[config.mk]
export PLATFORM = sky130hd
export DESIGN_NAME = opatch_top
export DESIGN_NICKNAME = d
export VERILOG_FILES = /design/src/rtl/opatch_pkg.sv /design/src/rtl/opatch_decode.sv /design/src/rtl/opatch_field.sv /design/src/rtl/opatch_top.sv
export SDC_FILE = /design/constraint.sdc
export NUM_CORES = 1
export LEC_CHECK = 0
export BUFFER_PORTS_ARGS = -buffer_cell sky130_fd_sc_hd__buf_2
export CELL_PAD_IN_SITES_DETAIL_PLACEMENT = 0
export CELL_PAD_IN_SITES_GLOBAL_PLACEMENT = 1
export CORE_ASPECT_RATIO = 0.75
export CORE_MARGIN = 2
export CORE_UTILIZATION = 26
export DETAILED_ROUTE_END_ITERATION = 12
export GPL_TIMING_DRIVEN = 0
export PLACE_DENSITY = 0.82
export RECOVER_POWER = 50
export REMOVE_ABC_BUFFERS = 1
export SYNTH_ARGS = -nofsm -noshare
export SYNTH_HDL_FRONTEND = slang
export SYNTH_SLANG_ARGS = --single-unit
[constraint.sdc]
create_clock -name clk -period 2.22 [get_ports clk]
set_input_delay 0.444 -clock clk [delete_from_list [all_inputs] [get_ports clk]]
set_output_delay 0.444 -clock clk [all_outputs]
set_load 0.01 [all_outputs]
[src/rtl/opatch_pkg.sv]
package opatch_pkg;
    parameter int WORD_W    = 32;
    parameter int FIELD_W   = 9;
    parameter int S_LSB     = 0;
    parameter int D_LSB     = 9;
    parameter int OP_W      = 7;
    parameter int OP_LSB    = 25;
    parameter int SEL_LSB   = 23;
    parameter int IMM_D_BIT = 22;
    parameter int IMM_S_BIT = 21;
    parameter logic [OP_W-1:0] PFX_OPC = 7'h5E;
    localparam int NUM_FIELDS = 2;

    typedef struct packed {
        logic               pend_d;
        logic               pend_s;
        logic [FIELD_W-1:0] off_d;
        logic [FIELD_W-1:0] off_s;
    } opatch_state_t;
endpackage

[src/rtl/opatch_decode.sv]
module opatch_decode
    import opatch_pkg::*;
(
    input  logic [WORD_W-1:0]  word,
    input  logic [WORD_W-1:0]  rd_d,
    input  logic [WORD_W-1:0]  rd_s,
    output logic               is_pfx,
    output logic               set_d,
    output logic               set_s,
    output logic [FIELD_W-1:0] off_d,
    output logic [FIELD_W-1:0] off_s
);
    logic [1:0] sel;

    always_comb begin
        sel    = word[SEL_LSB +: 2];
        is_pfx = (word[OP_LSB +: OP_W] == PFX_OPC) && (sel != 2'b00);
        set_d  = is_pfx && sel[0];
        set_s  = is_pfx && sel[1];
        off_d  = word[IMM_D_BIT] ? word[D_LSB +: FIELD_W] : rd_d[FIELD_W-1:0];
        off_s  = word[IMM_S_BIT] ? word[S_LSB +: FIELD_W] : rd_s[FIELD_W-1:0];
    end
endmodule

[src/rtl/opatch_field.sv]
module opatch_field #(
    parameter int W = 9
) (
    input  logic [W-1:0] field_in,
    input  logic         apply,
    input  logic [W-1:0] offset,
    output logic [W-1:0] field_out
);
    logic [W-1:0] sum;

    always_comb begin
        sum       = field_in + offset;
        field_out = apply ? sum : field_in;
    end
endmodule

[src/rtl/opatch_top.sv]
module opatch_top
    import opatch_pkg::*;
(
    input  logic              clk,
    input  logic              rst_n,
    input  logic              in_valid,
    input  logic [WORD_W-1:0] in_word,
    input  logic              cancel,
    input  logic [WORD_W-1:0] pfx_rd_d,
    input  logic [WORD_W-1:0] pfx_rd_s,
    output logic [WORD_W-1:0] out_word,
    output logic              out_valid
);
    opatch_state_t state_d, state_q;

    logic               dec_is_pfx, dec_set_d, dec_set_s;
    logic [FIELD_W-1:0] dec_off_d, dec_off_s;
    logic               consume;

    logic [FIELD_W-1:0] fld_in  [NUM_FIELDS];
    logic [FIELD_W-1:0] fld_out [NUM_FIELDS];
    logic [FIELD_W-1:0] fld_off [NUM_FIELDS];
    logic               fld_en  [NUM_FIELDS];

    opatch_decode u_dec (
        .word   (in_word),
        .rd_d   (pfx_rd_d),
        .rd_s   (pfx_rd_s),
        .is_pfx (dec_is_pfx),
        .set_d  (dec_set_d),
        .set_s  (dec_set_s),
        .off_d  (dec_off_d),
        .off_s  (dec_off_s)
    );

    assign consume = in_valid && !dec_is_pfx;

    // index 0 = S field, index 1 = D field
    generate
        for (genvar i = 0; i < NUM_FIELDS; i++) begin : g_fld
            localparam int FLSB = (i == 0) ? S_LSB : D_LSB;
            assign fld_in[i]  = in_word[FLSB +: FIELD_W];
            assign fld_off[i] = (i == 0) ? state_q.off_s : state_q.off_d;
            assign fld_en[i]  = consume && ((i == 0) ? state_q.pend_s : state_q.pend_d);
            opatch_field #(.W(FIELD_W)) u_fld (
                .field_in  (fld_in[i]),
                .apply     (fld_en[i]),
                .offset    (fld_off[i]),
                .field_out (fld_out[i])
            );
        end
    endgenerate

    always_comb begin
        out_word = in_word;
        out_word[S_LSB +: FIELD_W] = fld_out[0];
        out_word[D_LSB +: FIELD_W] = fld_out[1];
        out_valid = in_valid && !cancel;
    end

    always_comb begin
        state_d = state_q;
        if (in_valid) begin
            if (cancel || !dec_is_pfx) begin
                state_d = '0;
            end else begin
                state_d.pend_d = dec_set_d;
                state_d.pend_s = dec_set_s;
                state_d.off_d  = dec_off_d;
                state_d.off_s  = dec_off_s;
            end
        end
    end

    always_ff @(posedge clk) begin
        if (!rst_n) state_q <= '0;
        else        state_q <= state_d;
    end
endmodule

==> flow_metrics.py, run 1 <==
metrics = {
    "sta": {
        "fin_skew_ns": 0,
        "min_period_ns": 2.586,
        "fin_crit_sh_pct": 116.5,
        "tightest_slew_ns": 0.9612,
        "maxSlewHeadroom_pct": 35.92,
        "hold_ws_ns": 0.5463,
        "finalHoldViolations": 0,
        "fmax_ghz": 0.3867,
        "rsz0062_at_grt": "true",
        "maxSlewViolCount": 0,
        "fin_setup_tns_ns": -1.800,
        "setup_viol_count_final": 10,
        "fin_ws_ns": -0.3660,
    },
    "power": {
        "power_uw": 962.9,
        "power_density_nw_per_um2": 349.5,
        "peakVddDrop_uv": 249.8,
        "leakage_nw": 1.240,
    },
    "finish": {
        "multi_input_area_sq_um": 1569,
        "register_area_sq_um": 406.6,
        "final_nets": 434,
        "drive_gt1_share_pct": 39.37,
        "fill_cells": 759,
        "area_delta_synth_final_pct": 37.62,
        "antenna_cells": 0,
        "final_util_pct": 37.24,
    },
    "logic_synthesis": {
        "ys_seq_elements": 20,
        "synthArstFlopShare_pct": 0,
        "ys_warn_count": 0,
        "synthTopCellsByArea": "dfxtp_1 (20%), ha_1 (10%), mux2i_1 (10%)",
        "yosysMostFrequentCell": "inv_1",
        "synth_top_cell_by_area": "dfxtp_1",
        "syn_inst": 247,
        "synthesis.area_sq_um": 2002,
        "ys_types": 38,
        "avgSynthCellArea_sq_um": 8.105,
        "yosysSeqAreaShare_pct": 20.00,
        "synth_edf_count": 0,
        "yosysTopAreaCellShare_pct": 20.00,
        "synth_ff_type": "dfxtp_1",
        "yosys-top-cells-count": "inv_1 (26), o22ai_1 (22), and2_1 (20), dfxtp_1 (20), mux2i_1 (20)",
    },
    "setup_path": {
        "crit_top_cell": "o21a_1",
        "path_delay_family": "compound AO/OA/AOI/OAI gates",
        "required_ns": 1.78,
        "slowest_stage": "dfxtp_2",
        "cp_max_fo": 3,
        "worst-path-buf-inv": 2,
        "start_kind": "register",
        "r2r_slack_ns": 1.35,
        "max_stage_delay_ns": 0.34,
        "setup.worst_path.end_class": "output pin",
        "path_cells": "ha_4, inv_2, fa_2, nor2b_2, o31a_1, o21a_1, o21a_1, o31ai_2, buf_2",
        "path_class": "reg2out",
        "cp.arrival_ns": 2.14,
    },
    "floorplanning": {
        "die_h_microns": 79.99,
        "start_util_pct": 27.06,
        "coreArea_sq_um": 7398,
        "io_pins": 133,
        "die-area_sq_um": 8425,
        "die_w_microns": 105.3,
        "row_count": 27,
    },
    "placed_design": {
        "dp.final_hpwl_microns": 4122,
        "gp_congestion": 0.8291,
        "port_buffers": 80,
    },
    "job": {
        "drv_cap": 0,
    },
    "drt": {
        "ant_nets": 0,
        "initialDrtViolationCount": 66,
        "dr.pass1.iters": 4,
        "via_count": 1952,
        "routedWlPerCell_microns": 13.78,
        "remaining_drc_errors": 0,
        "finalWirelength_microns": 5731,
        "vias_per_cell": 4.692,
    },
    "clock_tree": {
        "clkTransAtPathRegs_ns": 0.09,
        "htree_levels": 1,
        "cts_buffers": 3,
        "hold_buffers": 0,
        "cts_tree": "done",
        "cts_buffer_depth": 2,
        "cts_sinks": 20,
        "cts-root-buf": "clkbuf_8",
        "clock_latency_ns": 0.26,
    },
    "grt": {
        "first_global_vias": 1715,
        "grt_pass1_wl_microns": 8411,
        "gr-usage-all-layers_pct": 12.67,
        "antenna_found_initial": 0,
        "grt-ovfl-total": 0,
        "grt_start_max_net_pins": 28,
    },
    "outcome": {
        "status": "finished, violations left",
        "violations": "negative setup slack",
    },
    "min_path": {
        "hp-class": "in2reg",
    },
}
[state kept, by name, indices dropped and copies added, names as in the netlist]
register	cells
state_q	2
fld_off	18
[metal layers]
layer / share of wire, % / global-route usage, %
met3: 6.0 / 3.755
met1: 49 / 17.15
met5: 0 / 0
met2: 44 / 20.00
met4: 0.70 / 2.400
[layout make-up]
type	count	area share, %
clock inverter	1	1.090
timing repair buffer	89	17.57
multi-input combinational	176	56.95
sequential	20	14.76
inverter	26	3.542
tap	101	4.587
clock buffer	3	1.499
[worst paths after layout]
path	startpoint	end	cells past startpoint
setup / recovery	fld_off[0]$_SDFFE_PN0P_	out_word[15]	9
setup reg to reg	fld_off[9]$_SDFFE_PN0P_	fld_off[9]$_SDFFE_PN0P_	4
hold / removal	pfx_rd_s[2]	fld_off[11]$_SDFFE_PN0P_	4
hold reg to reg	fld_off[7]$_SDFFE_PN0P_	fld_off[7]$_SDFFE_PN0P_	3
[placed cells by master (no fill, tap or decap), types with 3 or more instances in the layout]
cell type and instances:
buf_2 67, inv_1 24, o22ai_1 20, and2_1 20
mux2i_1 19, dfxtp_1 15, nand2_1 13, xor2_1 12
clkbuf_1 12, o21ai_1 11, ha_4 9, buf_4 7
o21ai_0 6, a21o_1 5, ha_1 5, dfxtp_2 5
o21a_1 4, nand4_1 4, nor3_1 3, a21oi_2 3
nor2_1 3, clkbuf_8 3
[stage by stage]
step | setup slack [ns] | instance area, sq um | std cells
3_5_place_dp | -0.5126 | 2364 | 403
2_1_floorplan | -0.08653 | 1837 | 222
5_1_grt | -0.4618 | 2755 | 416
6_report | -0.3660 | 2755 | 416
3_3_place_gp | -0.4903 | 2364 | 403
4_1_cts | -0.4482 | 2643 | 410
[logic make-up (layout without fill, tap and decap cells)]
kind of cell    Yosys count  count (layout)  share of synthesized area (%)
fa+ha+maj                18              18                          12.00
buf+inv                  51             119                          13.12
mux                      22              22                          11.12
compound gates           69              69                          22.81
flops                    20              20                          20.00
xor+xnor                 12              12                          5.250
simple gates             55              55                          15.69
[timing repair]
| item | CTS | global route |
|---|---|---|
| resized for setup | 45 | 15 |
| hold endpoints to repair | 0 | 0 |
| setup buffers | 3 | 7 |
| pin swaps | 21 | 25 |
| setup endpoints to repair | 16 | 15 |
[tightest hold or removal path: stages]
cell and delay, ns:
buf_2 0.07, mux2i_1 0.05, o22ai_1 0.09, and2_1 0.13
[power breakdown]
part	internal, mW	switching (mW)	total, mW	leakage (nW)
Sequential	0.358	0.000198	0.359	0.164
Combinational	0.103	0.121	0.223	1.04
Clock	0.241	0.140	0.381	0.0357
No activity file was read; power rests on OpenSTA's default activity.
==> run 2, diff against run 1 <==
Settings changed: CORE_MARGIN 2 to not set, CORE_UTILIZATION 26 to 29, PLACE_DENSITY 0.82 to 0.87.
Clock period 2.22 ns to 2.5 ns, I/O delays scaled along.
==> run 2 against run 1 <==
Effect of this change:
- the flow finishes with violations (design-rule violations, negative setup slack)
- register-to-register slack better by 0.33 ns
- critical endpoint unchanged
- non-clock buffer count down 6
- highest routed layer unchanged
- combinational power down 16%
- cell count shrank 6.3%
- utilization up 2.0 points
==> flow_metrics.py, run 2 (same netlist as run 1, synthesis figures left out) <==
metrics = {
    "outcome": {
        "status": "finished, violations left",
        "violations": "design-rule violations, negative setup slack",
    },
    "grt": {
        "first_global_vias": 1798,
        "grt-ovfl-total": 0,
        "gr-usage-all-layers_pct": 15.58,
        "grt_pass1_wl_microns": 8901,
        "antenna_found_initial": 0,
        "grt_start_max_net_pins": 28,
    },
    "floorplanning": {
        "die_h_microns": 73.96,
        "io_pins": 133,
        "start_util_pct": 30.92,
        "coreArea_sq_um": 6475,
        "die-area_sq_um": 7243,
        "die_w_microns": 97.94,
        "row_count": 25,
    },
    "job": {
        "drv_cap": 0,
    },
    "setup_path": {
        "rr_startpoint": "fld_off[1]$_SDFFE_PN0P_",
        "cp.arrival_ns": 2.20,
        "start_kind": "input port",
        "path_class": "in2out",
        "r2r_slack_ns": 1.68,
        "worstReg2RegEnd": "fld_off[1]$_SDFFE_PN0P_",
        "reg2regPathDepth": 3,
        "required_ns": 2.00,
        "setup.worst_path.end_class": "output pin",
        "cp_max_fo": 3,
    },
    "sta": {
        "hold_ws_ns": 0.6033,
        "setup_viol_count_final": 6,
        "fin_setup_tns_ns": -0.5025,
        "fin_ws_ns": -0.1970,
        "fin_skew_ns": 0,
        "maxSlewViolCount": 0,
        "min_period_ns": 2.697,
        "maxSlewHeadroom_pct": 38.34,
        "fmax_ghz": 0.3708,
        "rsz0062_at_grt": "true",
        "tightest_slew_ns": 0.9248,
        "fin_crit_sh_pct": 107.9,
        "finalHoldViolations": 0,
    },
    "min_path": {
        "holdPathEnd": "fld_off[6]$_SDFFE_PN0P_",
        "min_from": "fld_off[6]$_SDFFE_PN0P_",
        "whs_path_depth": 3,
        "hp-class": "reg2reg",
    },
    "power": {
        "combPwrFrac_pct": 22.4,
        "seqPwrFrac_pct": 37.9,
        "clockPowerShare_pct": 39.8,
        "power_density_nw_per_um2": 331.0,
        "peakVddDrop_uv": 149.1,
        "power_uw": 841.2,
        "switching_share_pct": 26.60,
        "leakage_nw": 1.197,
        "p_sw_uw": 223.7,
        "p_int_uw": 617.4,
    },
    "finish": {
        "layout_common_cells": "buf_2 (69), inv_1 (24), mux2i_1 (20), o22ai_1 (20), dfxtp_1 (18)",
        "multi_input_area_sq_um": 1459,
        "drive_gt1_share_pct": 33.01,
        "finalInstanceArea_sq_um": 2541,
        "register_area_sq_um": 402.9,
        "final_util_pct": 39.25,
        "fin_cells": 390,
        "area_delta_synth_final_pct": 26.94,
        "largest_reg_flops": 18,
        "final_nets": 428,
        "antenna_cells": 0,
        "final_common_cell": "buf_2",
        "fill_cells": 698,
    },
    "placed_design": {
        "dpl_cell_area_sq_um": 2338,
        "dp.final_hpwl_microns": 4007,
        "port_buffers": 80,
        "placed_cells": 383,
        "gp_congestion": 0.7830,
        "pre_cts_slack_ns": -0.3244,
    },
    "clock_tree": {
        "cts_sinks": 20,
        "hold_buffers": 0,
        "htree_levels": 1,
        "cts_buffers": 3,
        "clkTransAtPathRegs_ns": 0.08,
        "clock_latency_ns": 0.26,
        "cts_tree": "done",
        "cts_buffer_depth": 2,
        "cts-root-buf": "clkbuf_8",
    },
    "drt": {
        "ant_nets": 0,
        "via_count": 1899,
        "routedWlPerCell_microns": 13.67,
        "dr.pass1.iters": 10,
        "remaining_drc_errors": 4,
        "vias_per_cell": 4.869,
        "finalWirelength_microns": 5331,
        "initialDrtViolationCount": 51,
    },
}
## run 2: cell type report
type                            instances  area share, %
Timing Repair Buffer                   83          16.10
Tap cell                               81          3.988
Clock inverter                          1          1.182
Sequential cell                        20          15.85
Clock buffer                            3          1.625
Multi-Input combinational cell        176          57.41
Inverter                               26          3.840
## run 2: worst max-delay path by stage
| stage | start | to | cells past startpoint |
|---|---|---|---|
| finish | in_word[9] | out_word[15] | 10 |
| global placement | in_word[0] | out_word[8] | 10 |
| detailed placement | in_word[0] | out_word[8] | 10 |
| floorplan | in_word[0] | out_word[8] | 8 |
| CTS | fld_off[0]$_SDFFE_PN0P_ | out_word[15] | 9 |
| global route | fld_off[0]$_SDFFE_PN0P_ | out_word[15] | 9 |
## run 2: worst max-delay path, cell delays in order
cell	delay, ns
buf_2	0.13
ha_4	0.16
inv_2	0.05
fa_2	0.21
nor2b_2	0.06
o31a_1	0.29
o21a_1	0.22
o21a_1	0.18
o31ai_2	0.23
buf_2	0.17
## run 2: per-layer routing
metal	part of all wire [%]	GRT usage (%)	up-vias
met5	0	0	-
met4	0.32	2.020	0
met3	4.8	3.102	2
met2	45	26.37	45
met1	49	21.27	872
li1	-	-	980
## run 2: repair_timing
item,in CTS,in global routing
setup buffers,2,1
gates resized for setup,21,6
pin swaps,8,8
setup endpoints to repair,10,15
## run 2: power by group through the flow
stage	Combinational, mW	Sequential, mW	Clock (mW)
floorplan	0.0752	0.326	0
global placement	0.180	0.326	0
detailed placement	0.183	0.326	0
CTS	0.188	0.319	0.350
global route	0.209	0.319	0.368
finish	0.188	0.319	0.335
==> run 3, diff against run 2 <==
Clock period 2.5 ns to 2.6 ns, I/O delays scaled along.
==> run 3 against run 2 <==
Effect of this change:
- hold slack is essentially flat
- the flow still finishes with violations (design-rule violations, negative setup slack)
- register-to-register slack gained 0.12 ns
- via count grew 0.53%
- sequential power shrank 4%
- critical path depth is the same
- cell count is the same
- sequential cell count is the same
- critical path type unchanged
- setup slack gained 0.11 ns
- clock skew is the same
==> flow_metrics.py, run 3 (same netlist as run 1, synthesis figures left out) <==
metrics = {
    "min_path": {
        "hp-class": "reg2reg",
        "whs_path_depth": 3,
        "min_from": "fld_off[6]$_SDFFE_PN0P_",
        "holdPathEnd": "fld_off[6]$_SDFFE_PN0P_",
    },
    "grt": {
        "first_global_vias": 1813,
        "antenna_found_initial": 0,
        "gr-usage-all-layers_pct": 15.78,
        "grt_pass1_wl_microns": 9004,
        "grt-ovfl-total": 0,
        "grt_start_max_net_pins": 28,
    },
    "placed_design": {
        "placed_cells": 383,
        "pre_cts_slack_ns": -0.2644,
        "port_buffers": 80,
        "gp_congestion": 0.7830,
        "dp.final_hpwl_microns": 4007,
    },
    "drt": {
        "finalWirelength_microns": 5413,
        "via_count": 1909,
        "routedWlPerCell_microns": 13.88,
        "remaining_drc_errors": 4,
        "vias_per_cell": 4.895,
        "initialDrtViolationCount": 67,
        "dr.pass1.iters": 10,
        "ant_nets": 0,
    },
    "job": {
        "drv_cap": 0,
    },
    "clock_tree": {
        "clock_latency_ns": 0.26,
        "clkTransAtPathRegs_ns": 0.08,
        "cts-root-buf": "clkbuf_8",
        "cts_tree": "done",
        "cts_sinks": 20,
        "htree_levels": 1,
        "cts_buffer_depth": 2,
        "cts_buffers": 3,
        "hold_buffers": 0,
    },
    "sta": {
        "fin_ws_ns": -0.08732,
        "maxSlewHeadroom_pct": 48.48,
        "hold_ws_ns": 0.6030,
        "fmax_ghz": 0.3721,
        "fin_setup_tns_ns": -0.1326,
        "fin_crit_sh_pct": 103.4,
        "maxSlewViolCount": 0,
        "tightest_slew_ns": 0.7728,
        "finalHoldViolations": 0,
        "rsz0062_at_grt": "true",
        "min_period_ns": 2.687,
        "fin_skew_ns": 0,
        "setup_viol_count_final": 3,
    },
    "finish": {
        "final_nets": 428,
        "fill_cells": 698,
        "fin_cells": 390,
        "multi_input_area_sq_um": 1478,
        "register_area_sq_um": 402.9,
        "final_common_cell": "buf_2",
        "antenna_cells": 0,
        "largest_reg_flops": 18,
        "layout_common_cells": "buf_2 (67), inv_1 (24), o22ai_1 (21), mux2i_1 (20), and2_1 (20)",
        "final_util_pct": 39.67,
        "area_delta_synth_final_pct": 28.31,
        "drive_gt1_share_pct": 33.66,
    },
    "floorplanning": {
        "row_count": 25,
        "die-area_sq_um": 7243,
        "die_w_microns": 97.94,
        "coreArea_sq_um": 6475,
        "die_h_microns": 73.96,
        "start_util_pct": 30.92,
        "io_pins": 133,
    },
    "power": {
        "power_density_nw_per_um2": 315.4,
        "peakVddDrop_uv": 143.8,
        "leakage_nw": 1.199,
    },
    "setup_path": {
        "setup.worst_path.end_class": "output pin",
        "path_cells": "buf_6, ha_4, inv_2, fa_2, nor2b_2, o31a_1, o21a_1, o21a_1, o31ai_2, buf_2",
        "cp_max_fo": 3,
        "worst-path-buf-inv": 3,
        "crit_top_cell": "o21a_1",
        "start_kind": "input port",
        "slowest_stage": "o31a_1",
        "path_delay_family": "compound AO/OA/AOI/OAI gates",
        "path_class": "in2out",
        "required_ns": 2.08,
        "rr_startpoint": "fld_off[1]$_SDFFE_PN0P_",
        "max_stage_delay_ns": 0.28,
        "r2r_slack_ns": 1.80,
        "cp.arrival_ns": 2.17,
        "reg2regPathDepth": 3,
        "worstReg2RegEnd": "fld_off[1]$_SDFFE_PN0P_",
    },
    "outcome": {
        "status": "finished, violations left",
        "violations": "design-rule violations, negative setup slack",
    },
}
[run 3: power breakdown]
part,internal [mW],switching [mW]
logic,0.0838,0.0998
registers,0.306,0.000151
clock network,0.206,0.115
total,0.596,0.215
[run 3: layout make-up]
cell class,count,area share [%]
clock buffer,3,1.607
clock inverter,1,1.169
inverter,26,3.799
multi-input combinational,176,57.53
sequential,20,15.68
tap,81,3.945
timing repair buffer,83,16.27
[run 3: how the worst max path moves through the flow]
stage,start,slack [ns],endpoint,cells past startpoint
after global routing,fld_off[0]$_SDFFE_PN0P_,-0.18,out_word[15],9
after global placement,in_word[0],-0.24,out_word[8],10
final,in_word[9],-0.09,out_word[15],10
after detailed placement,in_word[0],-0.26,out_word[8],10
after CTS,fld_off[0]$_SDFFE_PN0P_,-0.09,out_word[17],9
after floorplan,in_word[0],0.14,out_word[8],8
[run 3: worst reg2reg max path, stage by stage, from the launching register on]
cell	delay, ns
dfxtp_1	0.34
inv_1	0.11
o22ai_1	0.08
and2_1	0.17
[run 3: timing repair]
| action | 4_1_cts | 5_1_grt |
|---|---|---|
| pin swaps | 2 | 11 |
| endpoints found under the hold margin | 0 | 0 |
| buffers inserted | 2 | 1 |
| endpoints found under the setup margin | 9 | 14 |
| resized for setup | 18 | 17 |
[run 3: metal layers]
metal / routed length, microns / GRT usage, %
met3: 292 / 3.102
met5: 0 / 0
met4: 17 / 2.020
met2: 2454 / 27.15
met1: 2648 / 21.27
[run 3: metrics by stage]
step	area (sq um)	power, mW
after floorplan	1837	0.3858
after global placement	2338	0.4862
after detailed placement	2338	0.4900
after CTS	2502	0.8236
after global routing	2569	0.8639
final	2569	0.8101
